<file path="config.mk">
export PLATFORM = sky130hd
export DESIGN_NAME = ddr2_bringup_seq
export DESIGN_NICKNAME = d
export VERILOG_FILES = /design/src/rtl/ddr2_seq_pkg.sv /design/src/rtl/ddr2_init_fsm.sv /design/src/rtl/ddr2_addr_map.sv /design/src/rtl/ddr2_refresh_timer.sv /design/src/rtl/ddr2_bringup_seq.sv
export SDC_FILE = /design/constraint.sdc
export NUM_CORES = 1
export LEC_CHECK = 0
export CORE_MARGIN = 5
export CORE_UTILIZATION = 34
export CTS_BUF_LIST = sky130_fd_sc_hd__clkbuf_4 sky130_fd_sc_hd__clkbuf_8
export CTS_CLUSTER_SIZE = 10
export DETAILED_ROUTE_END_ITERATION = 10
export DONT_BUFFER_PORTS = 1
export PLACE_DENSITY_LB_ADDON = 0.12
export REMOVE_ABC_BUFFERS = 1
export SYNTH_ARGS = -nofsm -noshare
export SYNTH_HDL_FRONTEND = slang
export SYNTH_SLANG_ARGS = --single-unit
</file>
<file path="constraint.sdc">
create_clock -name clk -period 4.2 [get_ports clk]
set_clock_uncertainty 0.2 [all_clocks]
set_input_delay 0.42 -clock clk [delete_from_list [all_inputs] [get_ports clk]]
set_output_delay 0.42 -clock clk [all_outputs]
set_load 0.1 [all_outputs]
</file>
<file path="src/rtl/ddr2_seq_pkg.sv">
package ddr2_seq_pkg;

    typedef enum logic [2:0] {
        CMD_NOP          = 3'd0,
        CMD_MODE_SET     = 3'd1,
        CMD_EXT_CAL_DFLT = 3'd2,
        CMD_EXT_CAL_EXIT = 3'd3,
        CMD_GO_NORMAL    = 3'd4,
        CMD_ACCESS       = 3'd5
    } bus_cmd_e;

    typedef enum logic [3:0] {
        ST_IDLE,
        ST_MRS,
        ST_MRS_ACC,
        ST_OCD_DFLT,
        ST_OCD_DFLT_ACC,
        ST_OCD_EXIT,
        ST_OCD_EXIT_ACC,
        ST_NORMAL,
        ST_NORMAL_ACC,
        ST_FINAL_WR,
        ST_DONE
    } seq_state_e;

    localparam logic [1:0] BANK_MODE = 2'b00;
    localparam logic [1:0] BANK_EXT1 = 2'b01;

endpackage

</file>
<file path="src/rtl/ddr2_init_fsm.sv">
module ddr2_init_fsm
    import ddr2_seq_pkg::*;
(
    input  logic     clk,
    input  logic     rst_n,
    input  logic     start_i,
    input  logic     cmd_ack_i,
    output bus_cmd_e cmd_o,
    output logic [1:0] ba_o,
    output logic     done_o
);

    seq_state_e state_q;
    seq_state_e state_d;

    // Next-state selection: every issuing state waits for the bus acknowledge
    always_comb begin
        state_d = state_q;
        unique case (state_q)
            ST_IDLE:         if (start_i)   state_d = ST_MRS;
            ST_MRS:          if (cmd_ack_i) state_d = ST_MRS_ACC;
            ST_MRS_ACC:      if (cmd_ack_i) state_d = ST_OCD_DFLT;
            ST_OCD_DFLT:     if (cmd_ack_i) state_d = ST_OCD_DFLT_ACC;
            ST_OCD_DFLT_ACC: if (cmd_ack_i) state_d = ST_OCD_EXIT;
            ST_OCD_EXIT:     if (cmd_ack_i) state_d = ST_OCD_EXIT_ACC;
            ST_OCD_EXIT_ACC: if (cmd_ack_i) state_d = ST_NORMAL;
            ST_NORMAL:       if (cmd_ack_i) state_d = ST_NORMAL_ACC;
            ST_NORMAL_ACC:   if (cmd_ack_i) state_d = ST_FINAL_WR;
            ST_FINAL_WR:     if (cmd_ack_i) state_d = ST_DONE;
            ST_DONE:                        state_d = ST_DONE;
            default:                        state_d = ST_IDLE;
        endcase
    end

    // State register
    always_ff @(posedge clk) begin
        if (!rst_n) state_q <= ST_IDLE;
        else        state_q <= state_d;
    end

    // Output decode from the registered state
    always_comb begin
        cmd_o  = CMD_NOP;
        ba_o   = BANK_MODE;
        done_o = 1'b0;
        unique case (state_q)
            ST_IDLE:         cmd_o = CMD_NOP;
            ST_MRS:          cmd_o = CMD_MODE_SET;
            ST_MRS_ACC:      cmd_o = CMD_ACCESS;
            ST_OCD_DFLT: begin
                cmd_o = CMD_EXT_CAL_DFLT;
                ba_o  = BANK_EXT1;
            end
            ST_OCD_DFLT_ACC: begin
                cmd_o = CMD_ACCESS;
                ba_o  = BANK_EXT1;
            end
            ST_OCD_EXIT: begin
                cmd_o = CMD_EXT_CAL_EXIT;
                ba_o  = BANK_EXT1;
            end
            ST_OCD_EXIT_ACC: begin
                cmd_o = CMD_ACCESS;
                ba_o  = BANK_EXT1;
            end
            ST_NORMAL:       cmd_o = CMD_GO_NORMAL;
            ST_NORMAL_ACC:   cmd_o = CMD_ACCESS;
            ST_FINAL_WR:     cmd_o = CMD_ACCESS;
            ST_DONE:         done_o = 1'b1;
            default:         cmd_o = CMD_NOP;
        endcase
    end

    AST_CMD_HELD_UNTIL_ACK: assert property (@(posedge clk) disable iff (!rst_n)
        (cmd_o != CMD_NOP && !cmd_ack_i) |=> ($stable(cmd_o) && $stable(ba_o)));
    AST_FIRST_ITEM_MODE_SET: assert property (@(posedge clk) disable iff (!rst_n)
        (state_q == ST_IDLE && start_i) |=> (cmd_o == CMD_MODE_SET));
    AST_EXT_USES_BANK1: assert property (@(posedge clk) disable iff (!rst_n)
        (cmd_o == CMD_EXT_CAL_DFLT || cmd_o == CMD_EXT_CAL_EXIT) |-> (ba_o == 2'b01));
    AST_DONE_STICKY: assert property (@(posedge clk) disable iff (!rst_n)
        done_o |=> done_o);
    AST_DONE_BUS_QUIET: assert property (@(posedge clk) disable iff (!rst_n)
        done_o |-> (cmd_o == CMD_NOP));

endmodule

</file>
<file path="src/rtl/ddr2_addr_map.sv">
module ddr2_addr_map #(
    parameter int ADDR_W   = 32,
    parameter logic [ADDR_W-1:0] MEM_BASE = 32'h2000_0000,
    parameter int BANK_LSB = 22
) (
    input  logic              valid_i,
    input  logic [1:0]        ba_i,
    output logic [ADDR_W-1:0] addr_o
);

    localparam int PAD_W = ADDR_W - 2;

    logic [ADDR_W-1:0] bank_field;

    always_comb begin
        bank_field = {{PAD_W{1'b0}}, ba_i} << BANK_LSB;
        addr_o     = valid_i ? (MEM_BASE | bank_field) : '0;
    end

endmodule

</file>
<file path="src/rtl/ddr2_refresh_timer.sv">
module ddr2_refresh_timer #(
    parameter int CNT_W = 16
) (
    input  logic             clk,
    input  logic             rst_n,
    input  logic             en_i,
    input  logic [CNT_W-1:0] count_i,
    input  logic             ack_i,
    output logic             req_o
);

    localparam logic [CNT_W-1:0] ONE = CNT_W'(1);

    logic [CNT_W-1:0] elapsed_q;
    logic             pend_q;
    logic             active;
    logic             expire;

    always_comb begin
        active = en_i && (count_i != '0);
        expire = active && (elapsed_q >= (count_i - ONE));
    end

    always_ff @(posedge clk) begin
        if (!rst_n) begin
            elapsed_q <= '0;
            pend_q    <= 1'b0;
        end else if (!active) begin
            elapsed_q <= '0;
            pend_q    <= 1'b0;
        end else begin
            elapsed_q <= expire ? '0 : elapsed_q + ONE;
            if (expire)     pend_q <= 1'b1;
            else if (ack_i) pend_q <= 1'b0;
        end
    end

    assign req_o = pend_q;

    AST_REQ_HELD_UNTIL_ACK: assert property (@(posedge clk) disable iff (!rst_n)
        (req_o && !ack_i && en_i && count_i != '0) |=> req_o);
    AST_REQ_OFF_WHEN_DISABLED: assert property (@(posedge clk) disable iff (!rst_n)
        (!en_i || count_i == '0) |=> !req_o);

endmodule

</file>
<file path="src/rtl/ddr2_bringup_seq.sv">
module ddr2_bringup_seq
    import ddr2_seq_pkg::*;
#(
    parameter int ADDR_W   = 32,
    parameter logic [ADDR_W-1:0] MEM_BASE = 32'h2000_0000,
    parameter int BANK_LSB = 22,
    parameter int CNT_W    = 16
) (
    input  logic              clk,
    input  logic              rst_n,
    input  logic              start_i,
    input  logic              cmd_ack_i,
    output logic [2:0]        cmd_o,
    output logic [1:0]        ba_o,
    output logic [ADDR_W-1:0] addr_o,
    output logic              done_o,
    input  logic [CNT_W-1:0]  ref_count_i,
    output logic              ref_req_o,
    input  logic              ref_ack_i
);

    bus_cmd_e   fsm_cmd;
    logic [1:0] fsm_ba;
    logic       fsm_done;

    ddr2_init_fsm u_fsm (
        .clk       (clk),
        .rst_n     (rst_n),
        .start_i   (start_i),
        .cmd_ack_i (cmd_ack_i),
        .cmd_o     (fsm_cmd),
        .ba_o      (fsm_ba),
        .done_o    (fsm_done)
    );

    ddr2_addr_map #(
        .ADDR_W   (ADDR_W),
        .MEM_BASE (MEM_BASE),
        .BANK_LSB (BANK_LSB)
    ) u_addr (
        .valid_i (fsm_cmd != CMD_NOP),
        .ba_i    (fsm_ba),
        .addr_o  (addr_o)
    );

    ddr2_refresh_timer #(
        .CNT_W (CNT_W)
    ) u_refresh (
        .clk     (clk),
        .rst_n   (rst_n),
        .en_i    (fsm_done),
        .count_i (ref_count_i),
        .ack_i   (ref_ack_i),
        .req_o   (ref_req_o)
    );

    assign cmd_o  = fsm_cmd;
    assign ba_o   = fsm_ba;
    assign done_o = fsm_done;

    AST_NOP_ADDR_ZERO: assert property (@(posedge clk) disable iff (!rst_n)
        (cmd_o == 3'd0) |-> (addr_o == '0));

endmodule

</file>
# [Word-level counts from Yosys, hierarchy flattened]
# Cells that the tools add are included.
[op_classes] n_addsub=2 multipliers=0 div_mod_pow=0 order_cmp=1 eq_ne=20 shifts=0 n_mux=17 bitwise_logic=2 n_reduce_logical=11
[ops] operator="$pmux W4 S11" n=1
[ops] operator="$mux W4" n=10
[ops] operator="$mux W30" n=1
[ops] operator="$ne A2 B2 Y1 const B" n=10
[ops] operator="$add A16 B1 Y16 const B" n=1
[ops] operator="$eq A4 B3 Y1 const B" n=4
[ops] operator="$ge A16 B16 Y1" n=1
[ops] operator="$reduce_bool A16 Y1" n=1
[ops] operator="$sub A16 B1 Y16 const B" n=1
[ops] operator="$pmux W3 S5" n=1
[ops] operator="$eq A4 B4 Y1 const B" n=3
[ops] operator="$reduce_and A10 Y1" n=1
[ops] operator="$eq A4 B2 Y1 const B" n=2
[ops] operator="$reduce_or A5 Y1" n=1
[ops] operator="$eq A4 B1 Y1 const B" n=1
[ops] operator="$logic_not A4 Y1" n=1
[ops] operator="$mux W1" n=4
[ops] operator="$reduce_or A4 Y1" n=1
[ops] operator="$reduce_bool A3 Y1" n=1
[ops] operator="$reduce_or A3 Y1" n=1
[ops] operator="$logic_and A1 B1 Y1" n=2
[ops] operator="$not A1 Y1" n=2
[ops] operator="$reduce_and A2 Y1" n=1
[ops] operator="$reduce_bool A2 Y1" n=1
[totals] ff_bits=21 latchBits=0 ramBits=0 romBits=0 inputBits=21 wordCells=56 memories=0

# [Logic depth before layout (Yosys ltp)]
# Gate-level depths: netlist of the first run.
[depth] word_depth=5 mapped_depth=13 mapped_depth_nobuf=12

# [By module]
# A second synthesis of the first run with hierarchy kept.
[hier_totals] hier_cells=232 hier_area_um2=1945.6
[by_module_without_submodules] module="ddr2_refresh_timer" n_inst=1 cells_per_inst=160 area_per_inst_um2=1392.6
[by_module_without_submodules] module="ddr2_init_fsm" n_inst=1 cells_per_inst=38 area_per_inst_um2=305.3
[by_module_without_submodules] module="ddr2_addr_map" n_inst=1 cells_per_inst=33 area_per_inst_um2=241.5
[by_module_without_submodules] module="ddr2_bringup_seq" n_inst=1 cells_per_inst=1 area_per_inst_um2=6.3

# [Least setup slack after synthesis of the first run]
# Ideal clock, no wire load.
[synth_timing] path_kind="register -> register" from="register u_fsm.state_q[2]" to="register u_refresh.elapsed_q[11]" setup_ps=64 arrival_ps=4396 required_ps=3936 path_slack_ps=-460 path_stages_with_launch=8 n_path_buf=2 path_cell_list="dfxtp_1 > clkbuf_1 > nor4bb_1 > nand2_1 > a31oi_1 > nand4_1 > buf_2 > nor2_1"
[synth_between] elab_chain_len=5
[synth_lines] element="start, declared" line="ddr2_init_fsm.sv:13" text="seq_state_e state_q;"
[synth_lines] element="start signal, assigned" line="ddr2_init_fsm.sv:38" text="else state_q <= state_d;"
[synth_lines] element="$eq A4 B4 Y1 (*)" line="ddr2_init_fsm.sv:46" text="unique case (state_q)"
[synth_lines] element="$mux W1 (*)" line="ddr2_init_fsm.sv:46"
[synth_lines] element="named net done_o" line="ddr2_bringup_seq.sv:16" text="output logic done_o,"
[synth_lines] element="$logic_and A1 B1 Y1 (*)" line="ddr2_refresh_timer.sv:20" text="active = en_i && (count_i != '0);"
[synth_lines] element="$logic_and A1 B1 Y1 or $not A1 Y1 (tied branches)"
[synth_lines] element="$reduce_or A3 Y1 (no source line) (*)"
[synth_lines] element="end signal, assigned" line="ddr2_refresh_timer.sv:32" text="elapsed_q <= expire ? '0 : elapsed_q + ONE;"
[synth_lines] element="end, declared" line="ddr2_refresh_timer.sv:14" text="logic [CNT_W-1:0] elapsed_q;"
# Mark *: on every way through the listed nets, which the timed path passes. The rest lies on a longest branch.
# A chain may end at the register's enable or synchronous reset.

# [Worst setup path after layout of the first run]
[layout_timing] from="input ref_count_i[3]" to="register u_refresh.elapsed_q[8]"
[layout_between] elab_chain_len=4
[layout_lines] element="start, declared" line="ddr2_bringup_seq.sv:17" text="input logic [CNT_W-1:0] ref_count_i,"
[layout_lines] element="$sub A16 B1 Y16 or $reduce_bool A16 Y1 (tied branches)" line="ddr2_refresh_timer.sv:21, ddr2_refresh_timer.sv:20"
[layout_lines] element="$ge A16 B16 Y1 or $logic_and A1 B1 Y1 (tied branches)" line="ddr2_refresh_timer.sv:21, ddr2_refresh_timer.sv:20"
[layout_lines] element="$logic_and A1 B1 Y1 or $not A1 Y1 (tied branches)"
[layout_lines] element="$reduce_or A3 Y1 (no source line) (*)"
# Mark *: on every way between the ends. The rest lies on a longest branch, timed or not.

==> flow_summary.yaml, run 1 <==
worst_setup_path:
  cp_slowest_cell: "or4_4"
  start_kind: "primary input"
  critPathLaunch: "ref_count_i[3]"
  cp-endpoint: "u_refresh.elapsed_q[8]"
  r2r_end: "u_refresh.elapsed_q[8]"
  cp.required_ns: 4.20
  crit_type: "primary input to flip-flop"
  critPathMaxStageDelay_ns: 0.45
  r2r_start: "u_fsm.state_q[3]"
  worstSetupEndpointType: "flip-flop"
  critPathArrivalTime_ns: 3.41
  crit_family: "simple AND/OR/NAND/NOR gates"
  cp_cell_sequence: "or3_4 > or4_4 > or4_4 > nor4_4 > xnor2_1 > ha_1 > nand4_1 > nor2_1 > nor4_1 > nand4_1 > buf_4 > nor2_1"
  critical_path_buf_inv_count: 1
  reg2reg_slack_ns: 1.76
  crit_cells: 12
  cp_max_fo: 12
  rr_worst_depth: 7
timing:
  rsz0062_at_grt: "false"
  period_share_pct: 81.2
  relSlewSlack_pct: 19.7
  finalHoldViolCount: 0
  setup_viol: 0
  max_freq_mhz: 293
  setup_ws_ns: 0.789
  worst_slew_pin_slew_ns: 1.21
  slew_violations: 0
  fin_crit_ns: 3.41
routing:
  vias: 1416
  firstDrtPassIters: 4
  vias_per_cell: 4.57
  wl_per_cell_um: 11.7
  detail-route-antenna-nets: 0
  first_iter_violations: 75
  wl_um: 3640
  drc: 0
finish:
  fin_nets: 278
  multiInputGateArea_um2: 1310
  regArea_um2: 420
  diodes: 0
  final_cell_area_um2: 1950
  drive_gt1_share_pct: 9.24
  fin_util_pct: 35.9
  synthToLayoutAreaGrowth_pct: 4.42
  fillers: 600
die:
  ios: 60
  row_count: 27
  dieWidth_um: 84.1
  die_y_um: 84.1
  start_util_pct: 34.3
  die-area_um2: 7080
  core_area_um2: 5440
yosys:
  synth_edf_count: 0
  synth_area_leaders: "dfxtp_1 (23%), buf_4 (13%), ha_1 (12%)"
  synth_most_common_cell: "buf_4"
  synth_top_area_cell: "dfxtp_1"
  yosysSeqAreaShare_pct: 22.5
  synth_seq_cells: 21
  syn_area_per_cell_um2: 7.95
  synth_ff_type: "dfxtp_1"
  synthArstFlopShare_pct: 0
  syn_inst: 235
  netlist_area_um2: 1870
  synth_common_cells: "buf_4 (32), nor2_1 (29), dfxtp_1 (21)"
  synth.distinct_cells: 36
  synth_warnings: 0
  netlist.area_leader.share_pct: 22.5
power_and_ir_drop:
  power_density_nw_per_um2: 283
  cellLeakagePower_nw: 0.741
  vdd_ir_drop_max_mv: 0.161
  finalPower_mw: 0.552
global_routing:
  grt_pass1_wl_um: 5940
  grt_overflow_total: 0
  grt_usage_pct: 10.1
  grt_max_degree: 14
  grt_pass1_vias: 1225
  antenna_found_initial: 0
clock_tree:
  postCtsHoldBufs: 0
  htree_levels: 1
  post_cts_buffers: 0
  cts.clk_slew.worst_paths_ns: 0.08
  insertion_delay_ns: 0.26
  cts_tree: "built"
  ctsResizeCount: 0
  cts-root-buf: "clkbuf_8"
  cts_made_buffers: 3
  cts.sinks: 21
  max-clock-path-buffers: 2
place:
  gp_congestion: 0.743
  post_dp_cell_area_um2: 1900
  preCtsSetupSlack_ns: 0.488
  dp_hpwl_um: 3020
  numPortBuffers: 0
run:
  max_cap_viol_count: 0
outcome:
  status: "finished clean"
worst_hold_path:
  hp-class: "primary input to flip-flop"
  hp-start: "rst_n"
[per-layer routing]
metal | GRT usage, % | vias to the layer above | wire length [µm]
met5 | 0 | - | 0
met4 | 2.19 | 0 | 26
met3 | 2.76 | 5 | 205
met2 | 15.9 | 29 | 1660
met1 | 13.9 | 623 | 1750
li1 | - | 759 | -
[registers in the layout, indices dropped and copies added (netlist names)]
register             flops
u_refresh.req_o          1
u_fsm.state_q            4
u_refresh.elapsed_q     16
[cells in the final DEF, fill, tap and decap left out, types with 2 or more instances in the layout]
| cell type | instances |
|---|---|
| nor3_1 | 11 |
| xnor2_1 | 17 |
| a31oi_1 | 2 |
| a21oi_1 | 6 |
| conb_1 | 31 |
| a211oi_1 | 2 |
| inv_1 | 5 |
| xor2_1 | 14 |
| a21oi_2 | 2 |
| nor2_1 | 27 |
| dfxtp_1 | 21 |
| clkbuf_8 | 3 |
| nor2_2 | 2 |
| buf_4 | 5 |
| nand3_1 | 11 |
| ha_1 | 18 |
| nor4_1 | 3 |
| nor2b_1 | 3 |
| nand2_1 | 19 |
| and4_1 | 2 |
| o21ai_0 | 3 |
| nand4_1 | 9 |
| or4_4 | 2 |
| nor3b_1 | 4 |
[final cells by class]
type,count,share of cell area [%]
timing repair buffer,6,3.21
sequential,21,21.6
tap,72,4.62
clock buffer,3,2.12
multi-input combinational,202,67.3
inverter,5,0.962
clock inverter,1,0.257
[report_power, final]
group	leakage (nW)	switching [mW]	total [mW]	internal, mW
combinational	0.546	0.183	0.210	0.0264
clock	0.0255	0.0695	0.136	0.0662
sequential	0.170	0.00601	0.207	0.201
total	0.741	0.259	0.552	0.294
[kinds of logic after synthesis]
kind of cell             count (synthesis)  synth area share (%)
flip-flops                              21                  22.5
XOR/XNOR                                31                  14.5
AO/OA/AOI/OAI                           19                  6.36
other                                    1                 0.201
AND/OR/NAND/NOR                        102                  28.7
multiplexers                             1                 0.603
adder cells (fa/ha/maj)                 18                  12.1
buffers and inverters                   42                  15.0
[how the worst min path moves through the flow]
stage | endpoint | depth (start not counted)
finish | u_fsm.state_q[1] | 2
global route | u_fsm.state_q[1] | 2
CTS | u_fsm.state_q[1] | 2
detailed placement | u_refresh.elapsed_q[0] | 1
global placement | u_refresh.elapsed_q[0] | 1
floorplan | u_refresh.elapsed_q[0] | 1
[stage by stage]
stage	hold WS (ns)	setup TNS (ns)	instances
after floorplan	0.241	-7.25	228
after global placement	0.266	0	306
after detailed placement	0.275	0	306
after CTS	0.0627	0	310
after global routing	0.0666	0	310
final	0.0683	0	310
Power figures use the tool's default switching activity.
==> run 2: changes to the inputs <==
clock period = 2.9 ns   (was 4.2 ns; I/O delays follow)
==> run 2 against run 1 <==
The flow now finishes with violations (setup timing). Via count rose by 6.8%. Core utilization rose by 3.7 points. Combinational power rose by 52%. Sequential power rose by 44%. Critical path depth rose by 1. Register-to-register slack got worse by 1.1 ns. Sequential share of layout area fell by 2.0 points. Wire length rose by 5.0%. Power rose by 48%. Critical path type unchanged. First-iteration DRC count fell by 4.0%. Flip-flop and latch count did not move. Die area did not move.
==> flow_summary.yaml, run 2 (synthesis gave the netlist of run 1 again) <==
global_routing:
  grt_overflow_total: 0
  grt_max_degree: 14
  grt_pass1_wl_um: 6380
  grt_usage_pct: 10.8
  antenna_found_initial: 0
  grt_pass1_vias: 1338
finish:
  mostFrequentLayoutCells: "conb_1 (31), nor2_1 (27), buf_4 (22)"
  largest_reg_flops: 16
  multiInputGateArea_um2: 1370
  diodes: 0
  top_register: "u_refresh.elapsed_q"
  layout_commonest_cell: "conb_1"
  drive_gt1_share_pct: 18.3
  synthToLayoutAreaGrowth_pct: 15.3
  fin_util_pct: 39.6
  fin_nets: 297
  fillers: 589
  regArea_um2: 420
place:
  numPortBuffers: 0
  dp_hpwl_um: 3210
  gp_congestion: 0.742
clock_tree:
  cts_made_buffers: 3
  cts-root-buf: "clkbuf_8"
  htree_levels: 1
  max-clock-path-buffers: 2
  insertion_delay_ns: 0.26
  cts.sinks: 21
  cts_tree: "built"
  cts.clk_slew.worst_paths_ns: 0.07
die:
  start_util_pct: 34.3
  row_count: 27
  die-area_um2: 7080
  ios: 60
  dieWidth_um: 84.1
  die_y_um: 84.1
  core_area_um2: 5440
power_and_ir_drop:
  power_density_nw_per_um2: 379
  cellLeakagePower_nw: 0.846
  vdd_ir_drop_max_mv: 0.227
worst_setup_path:
  cp.required_ns: 2.90
  critPathArrivalTime_ns: 3.15
  reg2reg_slack_ns: 0.68
  crit_type: "primary input to flip-flop"
  start_kind: "primary input"
  worstSetupEndpointType: "flip-flop"
  cp_max_fo: 12
routing:
  vias_per_cell: 4.60
  drc: 0
  firstDrtPassIters: 4
  first_iter_violations: 72
  vias: 1512
  wl_um: 3820
  detail-route-antenna-nets: 0
  wl_per_cell_um: 11.6
timing:
  relSlewSlack_pct: 65.4
  tns_ns: -3.77
  rsz0062_at_grt: "true"
  finalHoldViolCount: 0
  setup_viol: 17
  setup_ws_ns: -0.252
  max_freq_mhz: 317
  fin_crit_ns: 3.15
  period_share_pct: 109
  worst_slew_pin_slew_ns: 0.518
  slew_violations: 0
outcome:
  violations: "setup timing"
  status: "finished, violations left"
worst_hold_path:
  hp-class: "primary input to flip-flop"
run:
  max_cap_viol_count: 0
==> run 2: cell type report <==
| cell class | instances | share of cell area (%) |
|---|---|---|
| Multi-Input combinational cell | 202 | 63.4 |
| Timing Repair Buffer | 25 | 9.81 |
| Sequential cell | 21 | 19.5 |
| Clock buffer | 4 | 2.26 |
| Tap cell | 72 | 4.18 |
| Inverter | 5 | 0.871 |
==> run 2: path summary, 6_finish.rpt <==
| kind | from | end | cells after the start |
|---|---|---|---|
| min | cmd_ack_i | u_fsm.state_q[0] | 2 |
| max reg2reg | u_fsm.state_q[3] | u_refresh.elapsed_q[6] | 6 |
| max | ref_count_i[3] | u_refresh.elapsed_q[6] | 13 |
| min reg2reg | u_refresh.elapsed_q[0] | u_refresh.elapsed_q[0] | 1 |
==> run 2: metrics by stage <==
| stage | setup WS [ns] | hold slack, ns | area [µm²] | power, mW | instances |
|---|---|---|---|---|---|
| final | -0.252 | 0.0237 | 2150 | 0.816 | 329 |
| after global routing | -0.440 | 0.0437 | 2150 | 0.861 | 329 |
| after CTS | -0.267 | 0.0182 | 2150 | 0.826 | 329 |
| after detailed placement | -0.575 | 0.222 | 2020 | 0.622 | 322 |
| after global placement | -0.515 | 0.221 | 2020 | 0.621 | 322 |
| after floorplan | -1.80 | 0.211 | 1720 | 0.588 | 228 |
==> run 2: timing repair <==
item / 4_1_cts / 5_1_grt
hold buffers: 1 / 0
endpoints found under the hold margin: 4 / 0
buffers inserted: 2 / 0
cloned: 0 / 0
endpoints found under the setup margin: 17 / 17
pin swaps: 7 / 2
gates resized for setup: 11 / 0
==> run 2: worst max-delay path: stages <==
cell and delay [ns]:
or3_4 0.36, or4_4 0.43, or4_4 0.45, nor4_4 0.15
xnor2_1 0.15, ha_1 0.27, nand4_1 0.15, nor2_1 0.07
nor4_1 0.26, buf_4 0.17, nand4_1 0.10, buf_6 0.19
nor2_1 0.09
==> run 2: where the power goes <==
part	switching [mW]	total [mW]	internal, mW	leakage [nW]
logic	0.270	0.319	0.0498	0.651
registers	0.00824	0.299	0.291	0.170
clock network	0.0900	0.197	0.107	0.0262
total	0.368	0.816	0.448	0.846
==> run 2: metal layers <==
layer	share of wire [%]	GRT usage, %	wire length, µm	vias up
met4	0.47	1.32	18	0
met5	0	0	0	-
li1	-	-	-	796
met3	5.3	3.26	203	4
met2	46	17.1	1750	40
met1	48	15.0	1850	672
==> run 3: changes to the inputs <==
SYNTH_HIERARCHICAL = 1   (was not set)
==> run 3 against run 2 <==
Power is 3.2% higher. Highest routed layer unchanged. Hold slack worse by 0.012 ns. Flip-flop and latch count unchanged. Maximum frequency is 8.7% higher. The run still ends with setup timing left. Largest cell class unchanged. Synthesized cell count decreased by 1.3%.
==> flow_summary.yaml, run 3 <==
outcome:
  violations: "setup timing"
  status: "finished, violations left"
routing:
  firstDrtPassIters: 4
  drc: 0
  vias: 1603
  vias_per_cell: 4.93
  detail-route-antenna-nets: 0
  wl_per_cell_um: 14.1
  first_iter_violations: 37
  wl_um: 4590
timing:
  worst_slew_pin_slew_ns: 0.958
  period_share_pct: 100
  setup_viol: 1
  fin_crit_ns: 2.90
  slew_violations: 0
  hold_slack_ns: 0.0112
  finalHoldViolCount: 0
  setup_ws_ns: -0.000360
  tns_ns: -0.000360
  relSlewSlack_pct: 36.6
  max_freq_mhz: 345
  rsz0062_at_grt: "true"
place:
  gp_congestion: 0.790
  dp_hpwl_um: 3540
  placedCellCount: 315
  numPortBuffers: 0
  preCtsSetupSlack_ns: -0.484
  post_dp_cell_area_um2: 2150
yosys:
  netlist.area_leader.share_pct: 21.6
  synth_top_area_cell: "dfxtp_1"
  synth_seq_cells: 21
  synth_ff_type: "dfxtp_1"
  synth_edf_count: 0
  synth_most_common_cell: "buf_4"
  netlist_area_um2: 1950
  synth_warnings: 6
  synth_area_leaders: "dfxtp_1 (22%), buf_4 (12%), ha_1 (12%)"
  synth.distinct_cells: 43
  synthArstFlopShare_pct: 0
  syn_inst: 232
  yosysSeqAreaShare_pct: 21.6
  syn_area_per_cell_um2: 8.39
  synth_common_cells: "buf_4 (31), nor4_1 (26), xnor2_1 (23)"
worst_setup_path:
  cp_max_fo: 8
  worstSetupEndpointType: "flip-flop"
  crit_type: "primary input to flip-flop"
  cp.required_ns: 2.85
  r2r_end: "u_refresh/req_o"
  r2r_start: "u_refresh/elapsed_q[0]"
  critPathArrivalTime_ns: 2.85
  reg2reg_slack_ns: 0.62
  critPathLaunch: "ref_count_i[6]"
  start_kind: "primary input"
  cp-endpoint: "u_refresh/elapsed_q[15]"
  rr_worst_depth: 8
clock_tree:
  max-clock-path-buffers: 2
  insertion_delay_ns: 0.26
  cts.sinks: 21
  htree_levels: 1
  cts-root-buf: "clkbuf_8"
  cts.clk_slew.worst_paths_ns: 0.08
  cts_tree: "built"
  cts_made_buffers: 3
finish:
  synthToLayoutAreaGrowth_pct: 20.3
  fin_nets: 293
  mostFrequentLayoutCells: "conb_1 (30), nor4_1 (24), xnor2_1 (23)"
  fillers: 560
  largest_reg_flops: 16
  top_register: "u_refresh/elapsed_q"
  layout_commonest_cell: "conb_1"
  drive_gt1_share_pct: 21.3
  diodes: 0
  final_cell_area_um2: 2340
  finalNonFillerCells: 325
die:
  start_util_pct: 35.1
  ios: 60
  die_y_um: 85.6
  dieWidth_um: 85.6
  core_area_um2: 5540
  row_count: 27
  die-area_um2: 7340
global_routing:
  grt_pass1_vias: 1584
  grt_usage_pct: 12.5
  antenna_found_initial: 0
  grt_overflow_total: 0
  grt_pass1_wl_um: 7500
  grt_max_degree: 18
run:
  max_cap_viol_count: 0
worst_hold_path:
  hp-class: "primary input to flip-flop"
power_and_ir_drop:
  vdd_ir_drop_max_mv: 0.196
  cellLeakagePower_nw: 0.869
  power_density_nw_per_um2: 360
==> run 3: layout make-up <==
class / count / area [µm²] / share of cell area (%)
timing repair buffer: 27 / 308 / 13.1
tap: 72 / 90.1 / 3.85
sequential: 21 / 420 / 18.0
clock inverter: 1 / 5.00 / 0.214
inverter: 8 / 30.0 / 1.28
multi-input combinational: 193 / 1450 / 61.8
clock buffer: 3 / 41.3 / 1.76
==> run 3: repair_timing <==
action                                  CTS  global route
cloned                                    1             0
hold endpoints to repair                  3             0
hold buffers                              1             0
pin swaps                                 3             2
resized for setup                        16             4
endpoints found under the setup margin   17            17
buffers inserted                          3             2
==> run 3: power breakdown <==
| part | switching (mW) | internal, mW | total, mW |
|---|---|---|---|
| logic | 0.289 | 0.0648 | 0.354 |
| clock network | 0.0945 | 0.0955 | 0.190 |
| registers | 0.00760 | 0.291 | 0.299 |
==> run 3: worst min-delay path by stage <==
stage          startpoint               end  cells after the start
2_1_floorplan       rst_n  u_fsm/state_q[3]                      1
3_3_place_gp        rst_n  u_fsm/state_q[3]                      1
3_5_place_dp        rst_n  u_fsm/state_q[3]                      1
4_1_cts         cmd_ack_i  u_fsm/state_q[0]                      3
5_1_grt         cmd_ack_i  u_fsm/state_q[0]                      3
6_report        cmd_ack_i  u_fsm/state_q[0]                      3
==> run 3: metal layers <==
metal  up-vias  wire (µm)  track usage (%)
li1        832          -                -
met3         6        215             1.83
met4         0         78             3.88
met2        35       2170             21.2
met1       730       2130             16.2
met5         -          0                0
==> run 3: critical path, cell delays in order <==
cell	delay (ns)
or4_4	0.52
or4_4	0.46
nor4_4	0.17
xnor2_1	0.11
ha_1	0.31
and4_4	0.25
nand3_4	0.10
o32ai_4	0.32
buf_6	0.15
buf_16	0.11
nor4_1	0.05
==> run 3: kinds of logic (layout without fill, tap and decap cells) <==
group                    Yosys count  after routing  synth area share, %
other                              2             30                0.386
buffers and inverters             46             39                 15.8
AND/OR/NAND/NOR                   89             89                 26.6
AO/OA/AOI/OAI                     26             26                 10.6
adder cells (fa/ha/maj)           18             18                 11.6
flip-flops                        21             21                 21.6
XOR/XNOR                          30             30                 13.5
==> run 3: through the flow <==
| step | total power [mW] | util [%] |
|---|---|---|
| 2_1_floorplan | 0.601 | - |
| 3_3_place_gp | 0.652 | 38.7 |
| 3_5_place_dp | 0.652 | 38.7 |
| 4_1_cts | 0.854 | 42.2 |
| 5_1_grt | 0.879 | 42.3 |
| 6_report | 0.842 | 42.3 |
